**src/rtl/rws_pkg.sv**
```systemverilog
package rws_pkg;

    typedef enum logic [1:0] {
        ST_IDLE   = 2'd0,
        ST_DECODE = 2'd1,
        ST_WAIT   = 2'd2
    } rws_state_e;

    typedef enum logic [1:0] {
        KIND_BURST = 2'd0,
        KIND_FETCH = 2'd1,
        KIND_DATA  = 2'd2
    } rws_kind_e;

    function automatic rws_kind_e to_kind(input logic [1:0] raw);
        case (raw)
            2'd0:    return KIND_BURST;
            2'd1:    return KIND_FETCH;
            default: return KIND_DATA;
        endcase
    endfunction

endpackage

```
**src/rtl/rws_wait_select.sv**
```systemverilog
module rws_wait_select #(
    parameter int WAIT_W = 4
) (
    input  logic              interleave,
    input  logic              is_burst,
    input  logic [2:0]        pos,
    input  logic [WAIT_W-1:0] w,
    input  logic              s,
    output logic [WAIT_W-1:0] wait_n
);
    localparam logic [WAIT_W-1:0] ONE = WAIT_W'(1);

    logic [WAIT_W-1:0] s_ext;
    logic [WAIT_W-1:0] overlap_raw;
    logic [WAIT_W-1:0] floor_n;
    logic [WAIT_W-1:0] overlap;

    always_comb begin
        s_ext       = {{(WAIT_W-1){1'b0}}, s};
        // saturating w - s - 1
        overlap_raw = (w > s_ext) ? (w - s_ext - ONE) : '0;
        floor_n     = is_burst ? ONE : s_ext;
        overlap     = (overlap_raw < floor_n) ? floor_n : overlap_raw;
        if (!interleave)
            wait_n = w;
        else if (pos == 3'd0)
            wait_n = w;
        else if (pos[0])
            wait_n = s_ext;
        else
            wait_n = overlap;
    end

endmodule

```
**src/rtl/rws_wait_counter.sv**
```systemverilog
module rws_wait_counter #(
    parameter int WAIT_W = 4
) (
    input  logic              clk,
    input  logic              rst_n,
    input  logic              load,
    input  logic [WAIT_W-1:0] load_val,
    input  logic              dec,
    output logic              zero
);
    logic [WAIT_W-1:0] cnt_d, cnt_q;

    always_comb begin
        cnt_d = cnt_q;
        if (load)
            cnt_d = load_val;
        else if (dec && (cnt_q != '0))
            cnt_d = cnt_q - WAIT_W'(1);
    end

    always_ff @(posedge clk or negedge rst_n) begin
        if (!rst_n)
            cnt_q <= '0;
        else
            cnt_q <= cnt_d;
    end

    assign zero = (cnt_q == '0);

endmodule

```
**src/rtl/rom_wait_seq.sv**
```systemverilog
module rom_wait_seq
    import rws_pkg::*;
#(
    parameter int ADDR_W       = 16,
    parameter int WAIT_W       = 4,
    parameter int BURST_NARROW = 16,
    parameter int BURST_WIDE   = 8,
    parameter int IL_SEQ_LEN   = 8
) (
    input  logic              clk,
    input  logic              rst_n,
    input  logic              cfg_wide,
    input  logic              cfg_interleave,
    input  logic [WAIT_W-1:0] cfg_wait_long,
    input  logic              cfg_wait_short,
    input  logic              req_valid,
    input  logic [1:0]        req_kind,
    input  logic [ADDR_W-1:0] req_addr,
    input  logic              req_seq,
    input  logic              req_stop,
    output logic              acc_start,
    output logic              acc_decode,
    output logic [ADDR_W-1:0] acc_addr,
    output logic [WAIT_W-1:0] acc_wait,
    output logic              acc_rdy,
    output logic              busy
);
    localparam int MAX_A    = (BURST_NARROW > BURST_WIDE) ? BURST_NARROW : BURST_WIDE;
    localparam int MAX_LEN  = (MAX_A > IL_SEQ_LEN) ? MAX_A : IL_SEQ_LEN;
    localparam int LEFT_W   = $clog2(MAX_LEN + 1);
    localparam logic [LEFT_W-1:0] LEN_NARROW = LEFT_W'(BURST_NARROW);
    localparam logic [LEFT_W-1:0] LEN_WIDE   = LEFT_W'(BURST_WIDE);
    localparam logic [LEFT_W-1:0] LEN_IL     = LEFT_W'(IL_SEQ_LEN);

    typedef struct packed {
        rws_state_e        state;
        logic              start;
        logic [ADDR_W-1:0] addr;
        logic [WAIT_W-1:0] wait_n;
        logic [LEFT_W-1:0] left;
        rws_kind_e         kind;
        logic              wide;
        logic              il;
        logic [WAIT_W-1:0] w;
        logic              s;
    } seq_t;

    seq_t r_d, r_q;
    seq_t first_r;

    logic              il_now;
    logic              cfg_same;
    logic              take_new;
    logic              cont;
    logic              ready;
    logic              cnt_zero;
    logic              cnt_load;
    logic [WAIT_W-1:0] cnt_load_val;
    logic              cnt_dec;
    logic [ADDR_W-1:0] next_addr;
    logic [WAIT_W-1:0] cont_wait;

    assign next_addr = r_q.addr + ADDR_W'(1);

    rws_wait_select #(.WAIT_W(WAIT_W)) u_sel (
        .interleave (r_q.il),
        .is_burst   (r_q.kind == KIND_BURST),
        .pos        (next_addr[2:0]),
        .w          (r_q.w),
        .s          (r_q.s),
        .wait_n     (cont_wait)
    );

    rws_wait_counter #(.WAIT_W(WAIT_W)) u_cnt (
        .clk      (clk),
        .rst_n    (rst_n),
        .load     (cnt_load),
        .load_val (cnt_load_val),
        .dec      (cnt_dec),
        .zero     (cnt_zero)
    );

    always_comb begin
        il_now   = cfg_interleave & cfg_wide;
        cfg_same = (cfg_wide == r_q.wide) && (il_now == r_q.il) &&
                   (cfg_wait_long == r_q.w) && (cfg_wait_short == r_q.s);
        take_new = req_valid && !req_stop;
        ready    = (r_q.state == ST_WAIT) && cnt_zero;
        if (r_q.kind == KIND_BURST)
            cont = (r_q.left > LEFT_W'(1)) && cfg_same;
        else
            cont = req_valid && req_seq && !req_stop &&
                   (to_kind(req_kind) == r_q.kind) && cfg_same;

        first_r        = r_q;
        first_r.state  = ST_DECODE;
        first_r.start  = 1'b1;
        first_r.addr   = req_addr;
        first_r.wait_n = cfg_wait_long;
        first_r.kind   = to_kind(req_kind);
        first_r.wide   = cfg_wide;
        first_r.il     = il_now;
        first_r.w      = cfg_wait_long;
        first_r.s      = cfg_wait_short;
        first_r.left   = il_now ? LEN_IL : (cfg_wide ? LEN_WIDE : LEN_NARROW);

        r_d          = r_q;
        r_d.start    = 1'b0;
        cnt_load     = 1'b0;
        cnt_load_val = cfg_wait_long;
        cnt_dec      = (r_q.state == ST_WAIT) && !cnt_zero;

        case (r_q.state)
            ST_IDLE: begin
                if (take_new) begin
                    r_d      = first_r;
                    cnt_load = 1'b1;
                end
            end
            ST_DECODE: begin
                r_d.state = ST_WAIT;
            end
            ST_WAIT: begin
                if (ready) begin
                    if (cont) begin
                        r_d.addr     = next_addr;
                        r_d.wait_n   = cont_wait;
                        r_d.left     = r_q.left - LEFT_W'(1);
                        r_d.start    = 1'b1;
                        cnt_load     = 1'b1;
                        cnt_load_val = cont_wait;
                    end else if (take_new) begin
                        r_d      = first_r;
                        cnt_load = 1'b1;
                    end else begin
                        r_d.state = ST_IDLE;
                    end
                end
            end
            default: r_d.state = ST_IDLE;
        endcase
    end

    always_ff @(posedge clk or negedge rst_n) begin
        if (!rst_n)
            r_q <= '0;
        else
            r_q <= r_d;
    end

    assign acc_start  = r_q.start;
    assign acc_decode = (r_q.state == ST_DECODE);
    assign acc_addr   = r_q.addr;
    assign acc_wait   = r_q.wait_n;
    assign acc_rdy    = ready;
    assign busy       = (r_q.state != ST_IDLE);

    AST_DECODE_ONE_CYCLE: assert property (@(posedge clk) disable iff (!rst_n)
        acc_decode |=> (!acc_decode && busy));
    AST_DECODE_IS_START: assert property (@(posedge clk) disable iff (!rst_n)
        acc_decode |-> acc_start);
    AST_CONT_AFTER_RDY: assert property (@(posedge clk) disable iff (!rst_n)
        (acc_start && !acc_decode) |-> $past(acc_rdy));
    AST_RDY_THEN_NEXT: assert property (@(posedge clk) disable iff (!rst_n)
        acc_rdy |=> (acc_start || !busy));
    AST_WAIT_HELD: assert property (@(posedge clk) disable iff (!rst_n)
        (busy && !acc_start) |-> ($stable(acc_wait) && $stable(acc_addr)));
    AST_FIRST_FULL: assert property (@(posedge clk) disable iff (!rst_n)
        acc_decode |-> (acc_wait == r_q.w));
    AST_NONIL_FLAT: assert property (@(posedge clk) disable iff (!rst_n)
        (acc_start && !r_q.il) |-> (acc_wait == r_q.w));
    AST_IL_BURST_FLOOR: assert property (@(posedge clk) disable iff (!rst_n)
        (acc_start && !acc_decode && r_q.il && (r_q.kind == KIND_BURST) &&
         !acc_addr[0] && (acc_addr[2:0] != 3'd0)) |-> (acc_wait != '0));
    AST_IL_STREAM_FLOOR: assert property (@(posedge clk) disable iff (!rst_n)
        (acc_start && !acc_decode && r_q.il && (r_q.kind != KIND_BURST) &&
         !acc_addr[0] && (acc_addr[2:0] != 3'd0)) |-> (acc_wait >= WAIT_W'(r_q.s)));

endmodule

```
**config.mk**
```make
export PLATFORM = sky130hd
export DESIGN_NAME = rom_wait_seq
export DESIGN_NICKNAME = d
export VERILOG_FILES = /design/src/rtl/rws_pkg.sv /design/src/rtl/rws_wait_select.sv /design/src/rtl/rws_wait_counter.sv /design/src/rtl/rom_wait_seq.sv
export SDC_FILE = /design/constraint.sdc
export NUM_CORES = 1
export LEC_CHECK = 0
export ABC_CLOCK_PERIOD_IN_PS = 6160
export BUFFER_PORTS_ARGS = -buffer_cell sky130_fd_sc_hd__buf_2
export CORE_MARGIN = 2
export CORE_UTILIZATION = 60
export DETAILED_ROUTE_END_ITERATION = 7
export HOLD_SLACK_MARGIN = 0.06
export PLACE_DENSITY = 0.95
export REMOVE_ABC_BUFFERS = 1
export SLEW_MARGIN = 20
export SYNTH_ARGS = -nofsm -noshare
export SYNTH_HDL_FRONTEND = slang
export SYNTH_SLANG_ARGS = --single-unit
export TNS_END_PERCENT = 10
```
**constraint.sdc**
```tcl
create_clock -name clk -period 6.16 [get_ports clk]
set_clock_uncertainty 0.1 [all_clocks]
set_input_delay 0.924 -clock clk [delete_from_list [all_inputs] [get_ports clk]]
set_output_delay 0.924 -clock clk [all_outputs]
set_load 0.01 [all_outputs]
```
==> results.tsv <==
metric	value	unit
num rows	25	
Setup crit start kind	primary input	
Die ar.	5360	sq um
initial antenna violation count	0	
DR vias/cell	6.62	
I/O Pins	54	
Global Route Usage Sum	0.289	
initial DRC count	301	
register share of total power	0.419	
vias in the first global route	2516	
Die Span Y	73.2	um
Max VDD drop	0.225	mV
Tcrit/Tclk final	0.677	
multi-input logic area	1550	sq um
Max clock buf depth	2	
Final GP Congestion	0.880	
RR Startpoint	r_q[2]$_DFFE_PN0P_	
TritonCTS Buffers	5	
Via Count	2739	
Sw Pwr	576	uW
hold_sp	acc_wait[3]$_DFFE_PN0P_	
FF/Latch Area	1030	sq um
static leakage	0.00137	uW
family with the most delay on the worst path	compound AO/OA/AOI/OAI gates	
status	finished, final reports clean	
largest net degree at the start of global routing	42	
critical path cell sequence	buf_2 -> nor2b_1 -> o211ai_1 -> a21oi_1 -> a21o_1 -> inv_1 -> and3_1 -> a311o_1	
setup slack, reg-to-reg	2.89	ns
dpl hpwl	5120	um
worst hold-check path type	register to register	
FF+latch count, synth	41	
TritonCTS Sinks	41	
CP endpoint kind	register	
Cell variety after synth	55	
Primary FF master, synth	dfrtp_1	
drt pass-1 iters	5	
TritonCTS clock tree	built	
fin worst setup slack	1.99	ns
Critical Path RT	6.24	ns
worst slew pin tran	0.997	ns
P per Cell Area	421	nW/um^2
post-synthesis sequential area ratio	0.357	
pre-CTS setup slack	1.82	ns
core area	4660	sq um
clock share of power	0.134	
Post-synth EDFFs	0	
critical path type	primary input to register	
CP max stage cell	nor2b_1	
post-route minimum period	4.17	ns
Ys Warns	0	
Comb pwr share	0.447	
f_max	0.240	GHz
Crit Path Max Fanout	22	
Power Internal	716	uW
syn_area_per_cell	8.58	sq um
final setup violation count	0	
PortBufs	53	
n_diodes	0	
fraction of layout cells with a size suffix above 1	0.219	
Nets	397	
GRT Residual Overflow	0	
Mapped Cells	335	
Chip Width	73.2	um
Rel. slew slack	0.334	
worst reg2reg path depth	7	
cts hold-fix bufs	0	
# DRC	0	
r2r endpoint	u_cnt.cnt_q[1]$_DFFE_PN0P_	
global-route wire length before repair	11900	um
unrepaired setup endpoints after global routing	false	
WHS Endpoint	acc_wait[3]$_DFFE_PN0P_	
ANT nets after route	0	
Worst EP arrival	4.26	ns
Final TNS setup	0	ns
per-cell routed wire length	17.5	um
Root Driver	clkbuf_8	
area delta synth->final	6.71	%
Max H-tree Level	2	
Final Hold Viols	0	
CP peak stage delay	0.78	ns
sw frac	0.446	
# fillers	357	
mapped cell area	2870	sq um
post-CTS sizing	0	
postcts setup bufs	0	
fraction of registers with async set/reset	1.00	
Worst-Skew Late Latency	0.30	ns
max-slew violation count	0	
clk slew on worst S/H paths	0.08	ns
Buf/Inv on CP	2	
initial core utilization	0.616	
hold path depth	1	
max_cap viols	0	
Post-Route WL	7260	um
-- registers in the layout, indices dropped and copies added (netlist names) --
name,cells
acc_addr,16
acc_start,1
acc_wait,4
r_q,16
u_cnt.cnt_q,4
-- cells in the final DEF, fill, tap and decap left out, types with 2 or more instances in the layout --
cell type / instances
a2111oi_0: 2
a211oi_1: 2
a21o_1: 5
a21oi_1: 9
a221o_1: 3
a22oi_1: 12
a311oi_1: 2
a31oi_1: 4
and2_1: 2
and3_1: 4
buf_2: 53
clkbuf_8: 5
clkinv_2: 2
dfrtp_1: 41
ha_1: 8
inv_1: 19
mux2_2: 8
mux2i_1: 2
nand2_1: 40
nand2b_1: 6
nand3_1: 14
nand4_1: 3
nor2_1: 20
nor2b_1: 5
nor3_1: 10
nor3b_1: 4
o211ai_1: 2
o21ai_0: 23
o221a_2: 4
o31ai_1: 3
o32ai_1: 3
or2_2: 2
or3_1: 2
or4_1: 2
xnor2_1: 6
xor2_1: 9
-- power by group through the flow --
stage | clock (uW) | sequential, uW | combinational [uW]
global placement | 0 | 530 | 538
finish | 174 | 541 | 577
floorplan | 0 | 532 | 363
detailed placement | 0 | 538 | 563
global route | 183 | 559 | 642
CTS | 171 | 534 | 570
-- cell families after synthesis --
kind of cell    after synthesis  share of synthesized area
mux                          10                     0.0383
compound gates               86                      0.213
flops                        41                      0.357
fa+ha+maj                     8                     0.0348
buf+inv                      56                      0.105
simple gates                118                      0.201
xor+xnor                     16                     0.0514
-- cell usage after synthesis, drive strengths merged, types with 3 or more instances --
cell,count,share of area
xor2,9,0.027
and3,4,0.0087
nand4,3,0.0065
a21oi,10,0.021
o221a,4,0.016
ha,8,0.035
nand2,40,0.052
clkbuf,7,0.0091
nor3,10,0.017
nor2b,5,0.011
o31ai,3,0.0078
a22oi,12,0.031
o32ai,3,0.0091
o21ai,24,0.042
a221o,3,0.010
nor3b,4,0.010
mux2,8,0.031
buf,30,0.071
xnor2,7,0.024
nor2,20,0.026
dfrtp,41,0.36
a21o,5,0.013
inv,19,0.025
a31oi,4,0.0087
nand2b,6,0.013
nand3,14,0.024
-- worst register-to-register path, delay by kind of cell (launching register included) --
kind | cells | cell delay [ns]
buffers and inverters | 1 | 0.40
AO/OA/AOI/OAI | 2 | 0.96
AND/OR/NAND/NOR | 3 | 1.02
flip-flops | 1 | 0.52
XOR/XNOR | 1 | 0.15
-- cell type report --
class	count	share of cell area
Multi-Input combinational cell	238	0.504
Timing Repair Buffer	54	0.0890
Sequential cell	41	0.335
Inverter	19	0.0233
Clock inverter	2	0.00327
Tap cell	54	0.0220
Clock buffer	6	0.0237
-- routing by layer --
metal | vias up | track usage | part of all wire
met4 | 0 | 0.115 | 0.037
li1 | 1230 | - | -
met2 | 178 | 0.474 | 0.49
met1 | 1293 | 0.364 | 0.39
met5 | - | 0 | 0
met3 | 38 | 0.0718 | 0.089
-- worst max path at each step --
stage	from	end	cells after the start
2_1_floorplan	req_valid	u_cnt.cnt_q[1]$_DFFE_PN0P_	7
3_3_place_gp	req_valid	u_cnt.cnt_q[1]$_DFFE_PN0P_	8
3_5_place_dp	req_valid	u_cnt.cnt_q[1]$_DFFE_PN0P_	8
4_1_cts	req_valid	u_cnt.cnt_q[1]$_DFFE_PN0P_	8
5_1_grt	req_valid	u_cnt.cnt_q[1]$_DFFE_PN0P_	8
6_report	req_valid	u_cnt.cnt_q[1]$_DFFE_PN0P_	8
-- stage by stage --
step | utilization | power [uW] | std cells | hold slack, ns | area [sq um]
floorplan | - | 894 | 298 | 0.373 | 2640
global placement | 0.640 | 1070 | 406 | 0.378 | 2980
detailed placement | 0.640 | 1100 | 406 | 0.377 | 2980
CTS | 0.658 | 1280 | 414 | 0.394 | 3070
global route | 0.658 | 1380 | 414 | 0.409 | 3070
finish | 0.658 | 1290 | 414 | 0.388 | 3070
Note: power is estimated with default switching activity, not from simulation.
